<file path="src/rtl/xfer_sched_pkg.sv">
// Package: phase encoding shared by the scheduler and its checker.
// Assumes: the phase code doubles as the grant_mode output.
package xfer_sched_pkg;
    typedef enum logic [1:0] {
        PH_IDLE  = 2'd0,
        PH_BLOCK = 2'd1,
        PH_INIT  = 2'd2,
        PH_LINE  = 2'd3
    } phase_t;
endpackage

</file>
<file path="src/rtl/xfer_sched_timing.sv">
// Module: turns raster positions into single-cycle init and line strobes.
// Assumes: hpos and vpos are synchronous to clk and each position is held
// for at least one cycle; a strobe fires on the first cycle of a match.
module xfer_sched_timing #(
    parameter int HW        = 9,
    parameter int VW        = 9,
    parameter int INIT_H    = 6,
    parameter int LINE_H    = 278,
    parameter int LAST_LINE = 224
) (
    input  logic          clk,
    input  logic          rst_n,
    input  logic [HW-1:0] hpos,
    input  logic [VW-1:0] vpos,
    output logic          init_hit,
    output logic          line_hit
);
    logic init_match, line_match, init_q, line_q;

    // Purpose: decode the two raster positions of interest.
    always_comb begin
        init_match = (vpos == VW'(0)) && (hpos == HW'(INIT_H));
        line_match = (hpos == HW'(LINE_H)) && (vpos <= VW'(LAST_LINE));
    end

    // Purpose: remember last cycle's matches for edge detection.
    always_ff @(posedge clk) begin
        if (!rst_n) begin
            init_q <= 1'b0;
            line_q <= 1'b0;
        end else begin
            init_q <= init_match;
            line_q <= line_match;
        end
    end

    assign init_hit = init_match & ~init_q;
    assign line_hit = line_match & ~line_q;
endmodule

</file>
<file path="src/rtl/xfer_sched_pick.sv">
// Module: fixed-priority picker, lowest index wins.
// Assumes: nothing about req; also reports whether the winner is the
// highest requester (no request above it).
module xfer_sched_pick #(
    parameter int NCH = 8
) (
    input  logic [NCH-1:0] req,
    output logic [NCH-1:0] gnt,
    output logic           top_winner
);
    logic [NCH:0]   low_or;
    logic [NCH:0]   high_or;
    logic [NCH-1:0] is_top;

    assign low_or[0]    = 1'b0;
    assign high_or[NCH] = 1'b0;

    for (genvar i = 0; i < NCH; i++) begin : g_bit
        assign low_or[i+1] = low_or[i] | req[i];
        assign high_or[i]  = high_or[i+1] | req[i];
        assign gnt[i]      = req[i] & ~low_or[i];
        assign is_top[i]   = gnt[i] & ~high_or[i+1];
    end

    assign top_winner = |is_top;
endmodule

</file>
<file path="src/rtl/xfer_sched_cost.sv">
// Module: master-cycle cost accumulator for one stall episode.
// Assumes: 'fresh' marks the cycle an episode leaves idle; 'entry' is the
// one-time overhead chosen by the sequencer for that cycle.
module xfer_sched_cost
    import xfer_sched_pkg::*;
#(
    parameter int NCH       = 8,
    parameter int COST_W    = 16,
    parameter int CH_OVH    = 8,
    parameter int PTR_COST  = 16,
    parameter int BYTE_COST = 8
) (
    input  logic              clk,
    input  logic              rst_n,
    input  phase_t            phase,
    input  logic [NCH-1:0]    gnt,
    input  logic              gnt_indirect,
    input  logic              served,
    input  logic [2:0]        bytes,
    input  logic              reload,
    input  logic              fresh,
    input  logic [COST_W-1:0] entry,
    output logic [COST_W-1:0] cost
);
    logic [NCH+1:0]    prev_key;
    logic [NCH+1:0]    cur_key;
    logic [COST_W-1:0] grant_chg, done_chg, byte_chg;

    assign cur_key  = {phase, gnt};
    assign byte_chg = COST_W'(BYTE_COST) * COST_W'(bytes);

    // Purpose: charge each new (phase, channel) grant and each finished unit.
    always_comb begin
        grant_chg = '0;
        done_chg  = '0;
        if ((|gnt) && (cur_key != prev_key)) begin
            grant_chg = COST_W'(CH_OVH);
            if (phase == PH_INIT && gnt_indirect)
                grant_chg = COST_W'(CH_OVH + PTR_COST);
        end
        if (served) begin
            if (phase == PH_BLOCK)
                done_chg = byte_chg;
            else if (phase == PH_LINE)
                done_chg = byte_chg + (reload ? COST_W'(PTR_COST) : '0);
        end
    end

    // Purpose: hold the previous grant key and accumulate the episode cost.
    always_ff @(posedge clk) begin
        if (!rst_n) begin
            prev_key <= '0;
            cost     <= '0;
        end else begin
            prev_key <= cur_key;
            cost     <= (fresh ? '0 : cost) + entry + grant_chg + done_chg;
        end
    end
endmodule

</file>
<file path="src/rtl/xfer_sched.sv">
// Module: top of the eight-channel transfer scheduler.
// Sequences idle, block copy, frame init and line service phases, grants
// one channel at a time by fixed priority, cancels conflicting block copies
// and stalls the CPU throughout.
// Assumes: chan_done only while a grant is held; init/line positions are
// not reached while a line service is still running.
module xfer_sched
    import xfer_sched_pkg::*;
#(
    parameter int NCH       = 8,
    parameter int HW        = 9,
    parameter int VW        = 9,
    parameter int COST_W    = 16,
    parameter int INIT_H    = 6,
    parameter int LINE_H    = 278,
    parameter int LAST_LINE = 224,
    parameter int LINE_OVH  = 18,
    parameter int CH_OVH    = 8,
    parameter int PTR_COST  = 16,
    parameter int BYTE_COST = 8,
    parameter int DMA_OVH   = 16
) (
    input  logic              clk,
    input  logic              rst_n,
    input  logic [NCH-1:0]    dma_start,
    input  logic [NCH-1:0]    hdma_en,
    input  logic [NCH-1:0]    hdma_indirect,
    input  logic [HW-1:0]     hpos,
    input  logic [VW-1:0]     vpos,
    input  logic              chan_done,
    input  logic [2:0]        chan_bytes,
    input  logic              chan_reload,
    input  logic              chan_end,
    output logic [NCH-1:0]    grant,
    output logic [1:0]        grant_mode,
    output logic [NCH-1:0]    kill,
    output logic              last_active,
    output logic              cpu_stall,
    output logic [COST_W-1:0] cost
);
    phase_t            state, state_n;
    logic [NCH-1:0]    dma_busy, busy_n;
    logic [NCH-1:0]    due, due_n;
    logic [NCH-1:0]    armed, armed_n;
    logic [NCH-1:0]    kill_n, req, gnt;
    logic              init_hit, line_hit, top_winner, served, fresh;
    logic [COST_W-1:0] entry;

    xfer_sched_timing #(
        .HW(HW), .VW(VW), .INIT_H(INIT_H), .LINE_H(LINE_H), .LAST_LINE(LAST_LINE)
    ) i_timing (
        .clk(clk), .rst_n(rst_n), .hpos(hpos), .vpos(vpos),
        .init_hit(init_hit), .line_hit(line_hit)
    );

    // Purpose: select the request set eligible in the current phase.
    always_comb begin
        unique case (state)
            PH_BLOCK:        req = dma_busy;
            PH_INIT, PH_LINE: req = due;
            default:         req = '0;
        endcase
    end

    xfer_sched_pick #(.NCH(NCH)) i_pick (
        .req(req), .gnt(gnt), .top_winner(top_winner)
    );

    assign served = chan_done & (|gnt);

    // Purpose: next-state logic for phase, pending masks and kill pulses.
    always_comb begin
        state_n = state;
        busy_n  = dma_busy | dma_start;
        due_n   = due;
        armed_n = armed;
        kill_n  = '0;
        fresh   = 1'b0;
        entry   = '0;
        if (served) begin
            if (state == PH_BLOCK) begin
                if (chan_end) busy_n = busy_n & ~gnt;
            end else begin
                due_n = due_n & ~gnt;
                if (chan_end) armed_n = armed_n & ~gnt;
            end
        end
        if (state == PH_IDLE || state == PH_BLOCK) begin
            if (init_hit) begin
                armed_n = hdma_en;
                due_n   = hdma_en;
                kill_n  = busy_n & hdma_en;
                busy_n  = busy_n & ~hdma_en;
            end else if (line_hit && (|armed_n)) begin
                due_n   = armed_n;
                kill_n  = busy_n & armed_n;
                busy_n  = busy_n & ~armed_n;
            end
            if ((init_hit || line_hit) && (|due_n)) begin
                state_n = (init_hit) ? PH_INIT : PH_LINE;
                entry   = COST_W'(LINE_OVH);
                fresh   = (state == PH_IDLE);
            end else begin
                state_n = (|busy_n) ? PH_BLOCK : PH_IDLE;
                if (state == PH_IDLE && (|busy_n)) begin
                    entry = COST_W'(DMA_OVH);
                    fresh = 1'b1;
                end
            end
        end else if (due_n == '0) begin
            state_n = (|busy_n) ? PH_BLOCK : PH_IDLE;
        end
    end

    // Purpose: register phase, masks and the kill pulse.
    always_ff @(posedge clk) begin
        if (!rst_n) begin
            state    <= PH_IDLE;
            dma_busy <= '0;
            due      <= '0;
            armed    <= '0;
            kill     <= '0;
        end else begin
            state    <= state_n;
            dma_busy <= busy_n;
            due      <= due_n;
            armed    <= armed_n;
            kill     <= kill_n;
        end
    end

    xfer_sched_cost #(
        .NCH(NCH), .COST_W(COST_W), .CH_OVH(CH_OVH),
        .PTR_COST(PTR_COST), .BYTE_COST(BYTE_COST)
    ) i_cost (
        .clk(clk), .rst_n(rst_n), .phase(state), .gnt(gnt),
        .gnt_indirect(|(gnt & hdma_indirect)), .served(served),
        .bytes(chan_bytes), .reload(chan_reload), .fresh(fresh),
        .entry(entry), .cost(cost)
    );

    assign grant       = gnt;
    assign grant_mode  = state;
    assign cpu_stall   = (state != PH_IDLE);
    assign last_active = (state == PH_LINE) & top_winner;
endmodule

</file>
<file path="config.mk">
export PLATFORM = sky130hd
export DESIGN_NAME = xfer_sched
export DESIGN_NICKNAME = d
export VERILOG_FILES = /design/src/rtl/xfer_sched_pkg.sv /design/src/rtl/xfer_sched_timing.sv /design/src/rtl/xfer_sched_pick.sv /design/src/rtl/xfer_sched_cost.sv /design/src/rtl/xfer_sched.sv
export SDC_FILE = /design/constraint.sdc
export NUM_CORES = 1
export LEC_CHECK = 0
export BUFFER_PORTS_ARGS = -buffer_cell sky130_fd_sc_hd__buf_2
export CAP_MARGIN = 40
export CORE_MARGIN = 2
export CORE_UTILIZATION = 45
export CTS_BUF_LIST = sky130_fd_sc_hd__clkbuf_16
export DETAILED_ROUTE_END_ITERATION = 8
export PLACE_DENSITY = 0.79
export SYNTH_ARGS = -nofsm -noshare
export SYNTH_HDL_FRONTEND = slang
export SYNTH_HIERARCHICAL = 1
export SYNTH_SLANG_ARGS = --single-unit
export TNS_END_PERCENT = 5
</file>
<file path="constraint.sdc">
create_clock -name clk -period 8.4 [get_ports clk]
set_input_delay 1.68 -clock clk [delete_from_list [all_inputs] [get_ports clk]]
set_output_delay 1.68 -clock clk [all_outputs]
set_load 0.02 [all_outputs]
</file>
==> results, run 1 <==
- The clock transition at the registers of the reported paths is 0.05 ns.
- The compound-gate portion of the synthesized area was 0.219.
- The capturing element type of the critical path is a flip-flop.
- The number of standard cells after synthesis is 537.
- Summed over all nets, the half-perimeter wirelength after detailed placement is 9.90 mm.
- Input and output buffers added on the ports amount to 85.
- The worst setup slack for register-to-register paths is 1.42 ns.
- Setup repair after global routing left no endpoint under its margin.
- The core outline area is 9770 sq um.
- TritonCTS built the clock tree.
- At the pin with the least slew margin, the transition time is 0.843 ns.
- The number of vias after detailed routing is 4427.
- The placement row count is 36.
- The count of fill cells added during filler insertion is 933.
- Clock latency on the worst-skew pair, taken at its later pin, is 0.33 ns.
- Of the total power, registers draw 0.357.
- The first global-routing pass estimated 21.1 mm of wire.
- The via count of the first global-routing pass was 4385.
- The worst hold path was traced through 2 stages.
- For this run, the top clock speed supported by timing is 140 MHz.
- Measured along the x axis, the die boundary spans 104 um.
- In this run the tightest slew margin relative to its limit is 0.432.
- In this run the most critical hold path is launched from due[1].
- The combinational power share is 0.293.
- The biggest area contributor in the post-synthesis netlist is sky130_fd_sc_hd__dfxtp_1.
- Setup violations remaining at the end of the flow were counted as 0.
- The number of antenna violations at the first check in global routing is 0.
- The overall routed net length is 12.7 mm.
- The sequential element share of the synthesized area is 0.274.
- The count of cells resized by post-cts repair is 0.
- The overall routing resource usage is 0.242.
- The endpoint of the worst hold-timing path is due[1].
- In this run the count of I/O pins placed on the die edge is 86.
- The final hold violation count is 0.
- The type of element launching the critical path is an input port.
- The fraction of the cycle the final worst path needs is 0.849.
- The final critical-path required period is 7.13 ns.
- The number of hold buffers added after CTS was 0.
- The worst IR drop on VDD is 0.124 mV.
- Of the total synthesized cell area, the portion taken by XOR and XNOR cells is 0.0349.
- The number of DRC violations after detailed-routing iteration 0 is 355.
- After detailed routing, the number of remaining DRC violations is 0.
- The most instantiated flip-flop cell in the synthesis netlist is sky130_fd_sc_hd__dfxtp_1.
- Measured in cells, the most critical reg-to-reg path has a length of 23.
- The max-slew violation total from the final report is 0.
- The placer congestion estimate is 1.00.
- The post-detailed-placement cell area is 5180 sq um.
- The endpoint of the most critical register-to-register path is i_cost/cost[11].
- Summing every instance area after synthesis gives 4520 sq um.
- The final instance area is 5440 sq um.
- The floorplan step set the die height to 104 um.
- The pin count of the biggest net entering global routing is 52.
- The routed length per instance is 16.4 um.
- The internal power consumption is 0.621 mW.
- Of all nets on the critical path, the largest fanout is 13.
- CTS saw 62 sinks.
- The post-synthesis area per instance is 8.42 sq um.
- The area share of the largest cell type after synthesis is 0.274.
- For the final database, setup skew stands at 0.00529 ns.
- The critical path arrival is 7.35 ns.
- The arithmetic-cell share of the synthesized area counting full adders, half adders and majority gates is 0.136.
- The setup path with the least slack is of type input port to flip-flop.
- The antenna diode count is 0.
- The most frequent cell after synthesis is sky130_fd_sc_hd__dfxtp_1.
- The path class of the tightest hold or removal check is flip-flop to flip-flop.
- The number of synthesized flops with an enable pin is 0.
- The area growth from synthesis to final layout is 20.2%.
- Summed over all nets, the switching power comes to 0.299 mW.
- The total negative setup slack is 0 ns.
- In the synthesized netlist, the cells that appear most often are sky130_fd_sc_hd__dfxtp_1, sky130_fd_sc_hd__nand2_1, sky130_fd_sc_hd__ha_1.
- The number of buffers inserted during clock tree synthesis is 9.
- Max-cap violations in this run came to 0.
- The share of total power dissipated in the clock network is 0.350.
- The mux cell area share after synthesis is 0.0160.
- The warning count from the yosys run is 6.
- The root buffer cell chosen for the clock tree is sky130_fd_sc_hd__clkbuf_16.
- The sum of overflow across all layers after global routing is 0.
- The count of nets left with antenna violations once routing finished came out at 0.
- For the worst setup path, the data required time is 8.61 ns.
- Of the total synthesized cell area, the portion taken by AND, OR, NAND and NOR gates is 0.274.
- Dividing total power by cell area gives a power density of 169 nW/um^2.
- The number of H-tree levels is 3.
- The switching share of power is 0.325.
- In the post-synthesis netlist, the biggest area contributors are sky130_fd_sc_hd__dfxtp_1, sky130_fd_sc_hd__ha_1, sky130_fd_sc_hd__nand2_1, sky130_fd_sc_hd__and2_1, sky130_fd_sc_hd__fa_1.
- The beginning of the worst register-to-register path is grant_mode[0].
- The post-CTS setup buffer count is 0.
- The floorplan step defined a die boundary enclosing 10900 sq um.
- The share of final-layout standard cells stronger than drive strength 1 is 0.208.
- In the routed layout, each cell is associated on average with a via count of 5.70.
- No sink is reached through more buffers than the 2 on the longest clock path.
- The total iterations of the first detailed-routing run is 5.
- The number of nets in the final layout is 734.
- For this configuration, the core starts out at a cell density of 0.463.
- The largest family of logic cells by synthesized area is simple AND/OR/NAND/NOR gates.
- The flow ran to the end, and the final reports show no timing, DRC or antenna violations.
- In this run the static leakage power is 2.55 nW.
- The number of storage elements in the synthesis netlist is 62.
- The distinct cell type count after synthesis is 75.
- After synthesis, the share of flip-flops with an asynchronous set or reset is 0.
critical path, stage by stage:
cell and delay, ns:
sky130_fd_sc_hd__buf_2 0.10, sky130_fd_sc_hd__nor4b_2 0.30, sky130_fd_sc_hd__nand2_1 0.15, sky130_fd_sc_hd__nor3_1 0.53
sky130_fd_sc_hd__nor2b_1 0.71, sky130_fd_sc_hd__inv_1 0.17, sky130_fd_sc_hd__o21a_1 0.27, sky130_fd_sc_hd__a2111oi_2 0.41
sky130_fd_sc_hd__a41oi_1 0.26, sky130_fd_sc_hd__a21oi_1 0.22, sky130_fd_sc_hd__nor2_1 0.14, sky130_fd_sc_hd__nand2b_1 0.23
sky130_fd_sc_hd__fa_1 0.50, sky130_fd_sc_hd__inv_1 0.04, sky130_fd_sc_hd__ha_1 0.27, sky130_fd_sc_hd__ha_1 0.33
sky130_fd_sc_hd__a21o_1 0.22, sky130_fd_sc_hd__a32o_2 0.31, sky130_fd_sc_hd__o31a_1 0.26, sky130_fd_sc_hd__nor3_1 0.18
sky130_fd_sc_hd__nor3_2 0.06
through the flow:
step	util	worst slack, ns	power [mW]	std cells	hold WS, ns
after floorplan	-	1.52	0.524	550	0.451
after global placement	0.530	0.993	0.594	761	0.470
after detailed placement	0.530	1.04	0.602	761	0.483
after CTS	0.556	1.35	0.927	777	0.493
after global routing	0.556	0.781	0.974	777	0.534
final	0.556	1.27	0.919	777	0.496
placed cells by master (no fill, tap or decap), types with 6 or more instances in the layout:
cell | netlist | layout
sky130_fd_sc_hd__nor4_1 | 8 | 8
sky130_fd_sc_hd__buf_4 | 2 | 12
sky130_fd_sc_hd__a21o_1 | 13 | 13
sky130_fd_sc_hd__o21ai_0 | 10 | 10
sky130_fd_sc_hd__conb_1 | 1 | 14
sky130_fd_sc_hd__a22oi_1 | 9 | 9
sky130_fd_sc_hd__nand2b_1 | 13 | 13
sky130_fd_sc_hd__xnor2_1 | 13 | 13
sky130_fd_sc_hd__a21boi_0 | 8 | 8
sky130_fd_sc_hd__o21a_1 | 7 | 7
sky130_fd_sc_hd__nor2_1 | 35 | 35
sky130_fd_sc_hd__fa_1 | 7 | 7
sky130_fd_sc_hd__nand2_1 | 50 | 50
sky130_fd_sc_hd__and2_1 | 23 | 23
sky130_fd_sc_hd__nand3_1 | 22 | 22
sky130_fd_sc_hd__a21oi_1 | 22 | 22
sky130_fd_sc_hd__nor2b_1 | 22 | 22
sky130_fd_sc_hd__nor3_1 | 10 | 9
sky130_fd_sc_hd__dfxtp_1 | 62 | 62
sky130_fd_sc_hd__clkbuf_16 | 0 | 9
sky130_fd_sc_hd__a31oi_1 | 7 | 7
sky130_fd_sc_hd__a22o_1 | 7 | 7
sky130_fd_sc_hd__buf_2 | 6 | 85
sky130_fd_sc_hd__nor3b_1 | 6 | 6
sky130_fd_sc_hd__inv_1 | 29 | 31
sky130_fd_sc_hd__o211a_1 | 6 | 6
sky130_fd_sc_hd__ha_1 | 38 | 38
power groups by stage:
stage	Clock, mW	Combinational, mW	Sequential, mW
2_1_floorplan	0	0.171	0.353
3_3_place_gp	0	0.261	0.334
3_5_place_dp	0	0.268	0.334
4_1_cts	0.330	0.269	0.328
5_1_grt	0.343	0.301	0.330
6_report	0.322	0.269	0.328
worst max path at each step:
stage | from | slack [ns] | cells past startpoint | end
after floorplan | grant_mode[0] | 1.52 | 23 | i_cost/cost[11]
after global placement | vpos[8] | 0.99 | 21 | i_cost/cost[11]
after detailed placement | vpos[8] | 1.04 | 21 | i_cost/cost[11]
after CTS | vpos[8] | 1.35 | 21 | i_cost/cost[15]
after global routing | hpos[5] | 0.78 | 21 | i_cost/cost[15]
final | vpos[8] | 1.27 | 21 | i_cost/cost[11]
cell type report:
cell class	count	area [sq um]	area share
timing repair buffer	97	515	0.0948
clock inverter	7	33.8	0.00621
clock buffer	9	225	0.0414
tap	133	166	0.0306
multi-input combinational	439	3140	0.578
sequential	62	1240	0.228
inverter	30	113	0.0207
kinds of logic (layout without fill, tap and decap cells):
kind of cell             count (synthesis)  count (layout)
flip-flops                              62              62
AO/OA/AOI/OAI                          132             132
XOR/XNOR                                18              18
AND/OR/NAND/NOR                        223             223
multiplexers                             7               7
adder cells (fa/ha/maj)                 45              45
buffers and inverters                   49             143
other                                    1              14
layer usage:
metal | share of wire | global-route usage | wire [um]
met5 | 0 | 0 | 0
met4 | 0.026 | 0.0927 | 335
met3 | 0.078 | 0.0445 | 991
met2 | 0.47 | 0.399 | 5920
met1 | 0.43 | 0.314 | 5470
sequential cells by signal, summed over array words and instances (netlist names):
register / count
due: 8
grant_mode: 2
armed: 8
i_timing/init_q: 1
i_timing/line_q: 1
i_cost/cost: 16
kill: 8
i_cost/prev_key: 10
dma_busy: 8
(Power assumes the default switching activity.)
==> inputs of run 2 (changes only) <==
--- a/config.mk
+++ b/config.mk
@@ -5,13 +5,14 @@
 export SDC_FILE = /design/constraint.sdc
 export NUM_CORES = 1
 export LEC_CHECK = 0
+export ABC_AREA = 1
 export BUFFER_PORTS_ARGS = -buffer_cell sky130_fd_sc_hd__buf_2
 export CAP_MARGIN = 40
 export CORE_MARGIN = 2
 export CORE_UTILIZATION = 45
 export CTS_BUF_LIST = sky130_fd_sc_hd__clkbuf_16
 export DETAILED_ROUTE_END_ITERATION = 8
-export PLACE_DENSITY = 0.79
+export PLACE_DENSITY = 0.81
 export SYNTH_ARGS = -nofsm -noshare
 export SYNTH_HDL_FRONTEND = slang
 export SYNTH_HIERARCHICAL = 1
==> constraint.sdc (replaced) <==
create_clock -name clk -period 6.5 [get_ports clk]
set_input_delay 1.3 -clock clk [delete_from_list [all_inputs] [get_ports clk]]
set_output_delay 1.3 -clock clk [all_outputs]
set_load 0.02 [all_outputs]
==> results, run 2 <==
- In this run, placement finished with an instance count of 1008.
- The commonest cells after synthesis are sky130_fd_sc_hd__nand2_1, sky130_fd_sc_hd__inv_1, sky130_fd_sc_hd__nor2_1.
- 0 antenna diodes ended up in the layout.
- On the final layout, the worst clock skew is 0.00840 ns.
- The detail route stage leaves a number of antenna-violating nets equal to 0.
- Setup violations remaining at the end of the flow were counted as 0.
- The total negative setup slack is 0 ns.
- The most frequent cell after synthesis is sky130_fd_sc_hd__nand2_1.
- The count of cells resized by post-cts repair is 0.
- The cell area after synthesis is 4870 sq um.
- The via count of the first global-routing pass is 4924.
- In this run, synthesis produced a sequential element count of 62.
- The share of final-layout standard cells stronger than drive strength 1 is 0.168.
- Clock-pin slew was measured on the worst setup and hold paths at 0.05 ns.
- The Yosys step of the flow raised 6 warnings.
- STA classifies the critical path endpoint as a flip-flop.
- The combinational power share is 0.286.
- At the worst endpoint, the arrival time is 6.03 ns.
- The number of antenna violations at the first check in global routing is 0.
- The clock passes through at most 2 buffers.
- The number of DRC violations after detailed-routing iteration 0 is 367.
- In the synthesized netlist the dominant register cell turns out to be sky130_fd_sc_hd__dfxtp_1.
- The number of buffers inserted during clock tree synthesis is 9.
- The type of element launching the critical path is a flip-flop.
- The max-cap violation count is 0.
- The count of buffers added on input and output ports is 85.
- The overall routed net length is 12.9 mm.
- The largest registers in the layout are i_cost/cost x16, i_cost/prev_key x10.
- The pin count of the biggest net entering global routing is 45.
- Subtracting the final worst setup slack from the clock period gives 5.81 ns.
- The critical path's most frequent cell is sky130_fd_sc_hd__nand2_1.
- The number of H-tree levels is 3.
- The count of non-filler cells in the finished layout is 1023.
- In this run the worst path has a maximum fanout of 16.
- Cell internal power was estimated by the tool at 0.821 mW.
- The clock reaches the later pin of the worst-skew pair after 0.33 ns.
- The post-synthesis area per instance is 6.28 sq um.
- For the pin with the worst max-slew slack, the measured transition is 0.735 ns.
- The total iterations of the first detailed-routing run is 6.
- The switching share of power is 0.335.
- The post-CTS setup buffer count is 0.
- The leakage power figure is 3.35 nW.
- Buffers inserted to repair hold after CTS numbered 0.
- The overall routing resource usage is 0.240.
- In the layout the commonest cells are sky130_fd_sc_hd__nand2_1, sky130_fd_sc_hd__inv_1, sky130_fd_sc_hd__buf_2.
- The power per cell area is 213 nW/um^2.
- The slowest stage of the critical path is the sky130_fd_sc_hd__fa_1 cell.
- The floorplan die width is 108 um.
- The stage delay of the slowest cell on the critical path is 0.51 ns.
- After detailed routing, the average wire length per cell comes to 12.6 um.
- The core outline area is 10700 sq um.
- The number of vias per cell is 5.02.
- Of the total power, the clock network draws 0.374.
- The share of total power dissipated in sequential elements is 0.340.
- The sum of overflow across all layers after global routing is 0.
- The final layout contains 974 nets.
- sky130_fd_sc_hd__dfxtp_1 takes more of the synthesized area than any other cell.
- The global-route wire length before repair is 22.1 mm.
- The highest attainable clock frequency is 172 MHz.
- The pre-CTS setup slack is 0.795 ns.
- The placer congestion estimate is 0.949.
- The max-slew violation total from the final report is 0.
- The share of synthesized area in the top cell type comes to 0.255.
- By area the synthesized netlist is led by sky130_fd_sc_hd__dfxtp_1, sky130_fd_sc_hd__nand2_1, sky130_fd_sc_hd__inv_1, sky130_fd_sc_hd__ha_1, sky130_fd_sc_hd__nor2_1.
- For this run, the register share of the synthesized area comes to 0.255.
- The run finished with clean final reports.
- Counting flops with a built-in enable in the synthesized netlist gives 0.
- Counting every instance in the synthesized netlist gives 776.
- The die height is 108 um.
- Ranked by flip-flop count, first place goes to i_cost/cost.
- The initial utilization of the core area, before any placement, comes to 0.456.
- The distinct cell type count after synthesis is 41.
- The required arrival time at the worst endpoint is 6.73 ns.
- The worst hold margin is 0.498 ns.
- In this run the clock root is driven by a sky130_fd_sc_hd__clkbuf_16.
- After floorplanning, the core was divided into 38 placement rows.
- The die covers 11700 sq um.
- The number of vias after detailed routing is 5139.
- Setup repair after global routing left no endpoint under its margin.
- Setup slack closes at 0.695 ns.
- The final hold violation count is 0.
- The setup path with the least slack is of type flip-flop to flip-flop.
- Pin placement for this block handled 86 I/O pins.
- The post-detailed-route DRC marker count is 0.
- The fraction of registers with async set or reset after synthesis is 0.
- The flip-flop count of the largest register after layout is 16.
- The kind of path behind the tightest hold check is flip-flop to flip-flop.
- The TritonCTS clock tree is done.
- In the finished design, the share of the clock period the worst path needs comes to 0.893.
- IR analysis of the VDD net gives a maximum drop of 0.191 mV.
- Detailed placement finished with a half-perimeter wire length of 10.0 mm.
- The area growth from synthesis to final layout is 19.2%.
- The number of sinks handled by clock tree synthesis is 62.
- The library cell used most frequently in the layout, excluding fill and tap cells, is sky130_fd_sc_hd__nand2_1.
- The headroom to the max-slew limit is 0.508.
- The net load switching power is 0.414 mW.
==> run 2: cell count changes after synthesis, sizes merged, moves of 22 or more <==
cell,previous run,this run
and2,23,1
nand3,23,46
nor2,36,93
inv,29,144
nor2b,22,0
nand2,50,235
==> run 2: stage by stage <==
step	cell area (sq um)	power, mW	util
4_1_cts	5810	1.24	0.543
6_report	5810	1.24	0.543
3_5_place_dp	5530	0.776	0.517
2_1_floorplan	4930	0.679	-
5_1_grt	5810	1.31	0.543
3_3_place_gp	5530	0.768	0.517
==> run 2: logic make-up (layout without fill, tap and decap cells) <==
kind of cell,Yosys count,in the layout,synth area share
other,1,15,0.000769
flip-flops,62,62,0.255
buffers and inverters,164,257,0.130
adder cells (fa/ha/maj),45,45,0.126
XOR/XNOR,5,5,0.00898
AND/OR/NAND/NOR,411,411,0.374
AO/OA/AOI/OAI,88,88,0.105
==> run 2: worst max-delay path, delay by kind of cell, from the launching register on <==
| kind | cells | cell delay (ns) |
|---|---|---|
| adder cells (fa/ha/maj) | 3 | 1.13 |
| flip-flops | 1 | 0.34 |
| buffers and inverters | 8 | 0.96 |
| AND/OR/NAND/NOR | 29 | 3.02 |
| AO/OA/AOI/OAI | 2 | 0.26 |
==> run 2: path summary, 6_finish.rpt <==
check	start	endpoint	slack, ns	cells after the start
worst max register to register	grant_mode[1]	i_cost/cost[8]	0.69	42
worst min-delay path	armed[2]	armed[2]	0.50	2
worst max-delay path	grant_mode[1]	i_cost/cost[8]	0.69	42
worst min register to register	armed[2]	armed[2]	0.50	2
==> run 2: routing by layer <==
layer,up-vias,track usage,part of all wire
met4,0,0.0962,0.032
li1,2625,-,-
met2,201,0.403,0.46
met5,-,0,0
met1,2274,0.293,0.44
met3,39,0.0609,0.073
==> run 2: cell type report <==
class | instances | area [sq um]
clock buffers | 9 | 225
clock inverters | 6 | 53.8
fillers | 1053 | 4890
inverters | 144 | 541
multi-input cells | 564 | 3050
flip-flops and latches | 62 | 1240
well taps | 140 | 175
repair buffers | 98 | 523
==> run 2: power by group through the flow <==
stage / registers (mW) / clock network [mW] / logic [mW]
after floorplan: 0.450 / 0 / 0.229
after global placement: 0.428 / 0 / 0.340
after detailed placement: 0.428 / 0 / 0.348
after CTS: 0.420 / 0.470 / 0.351
after global routing: 0.423 / 0.484 / 0.407
final: 0.420 / 0.462 / 0.353
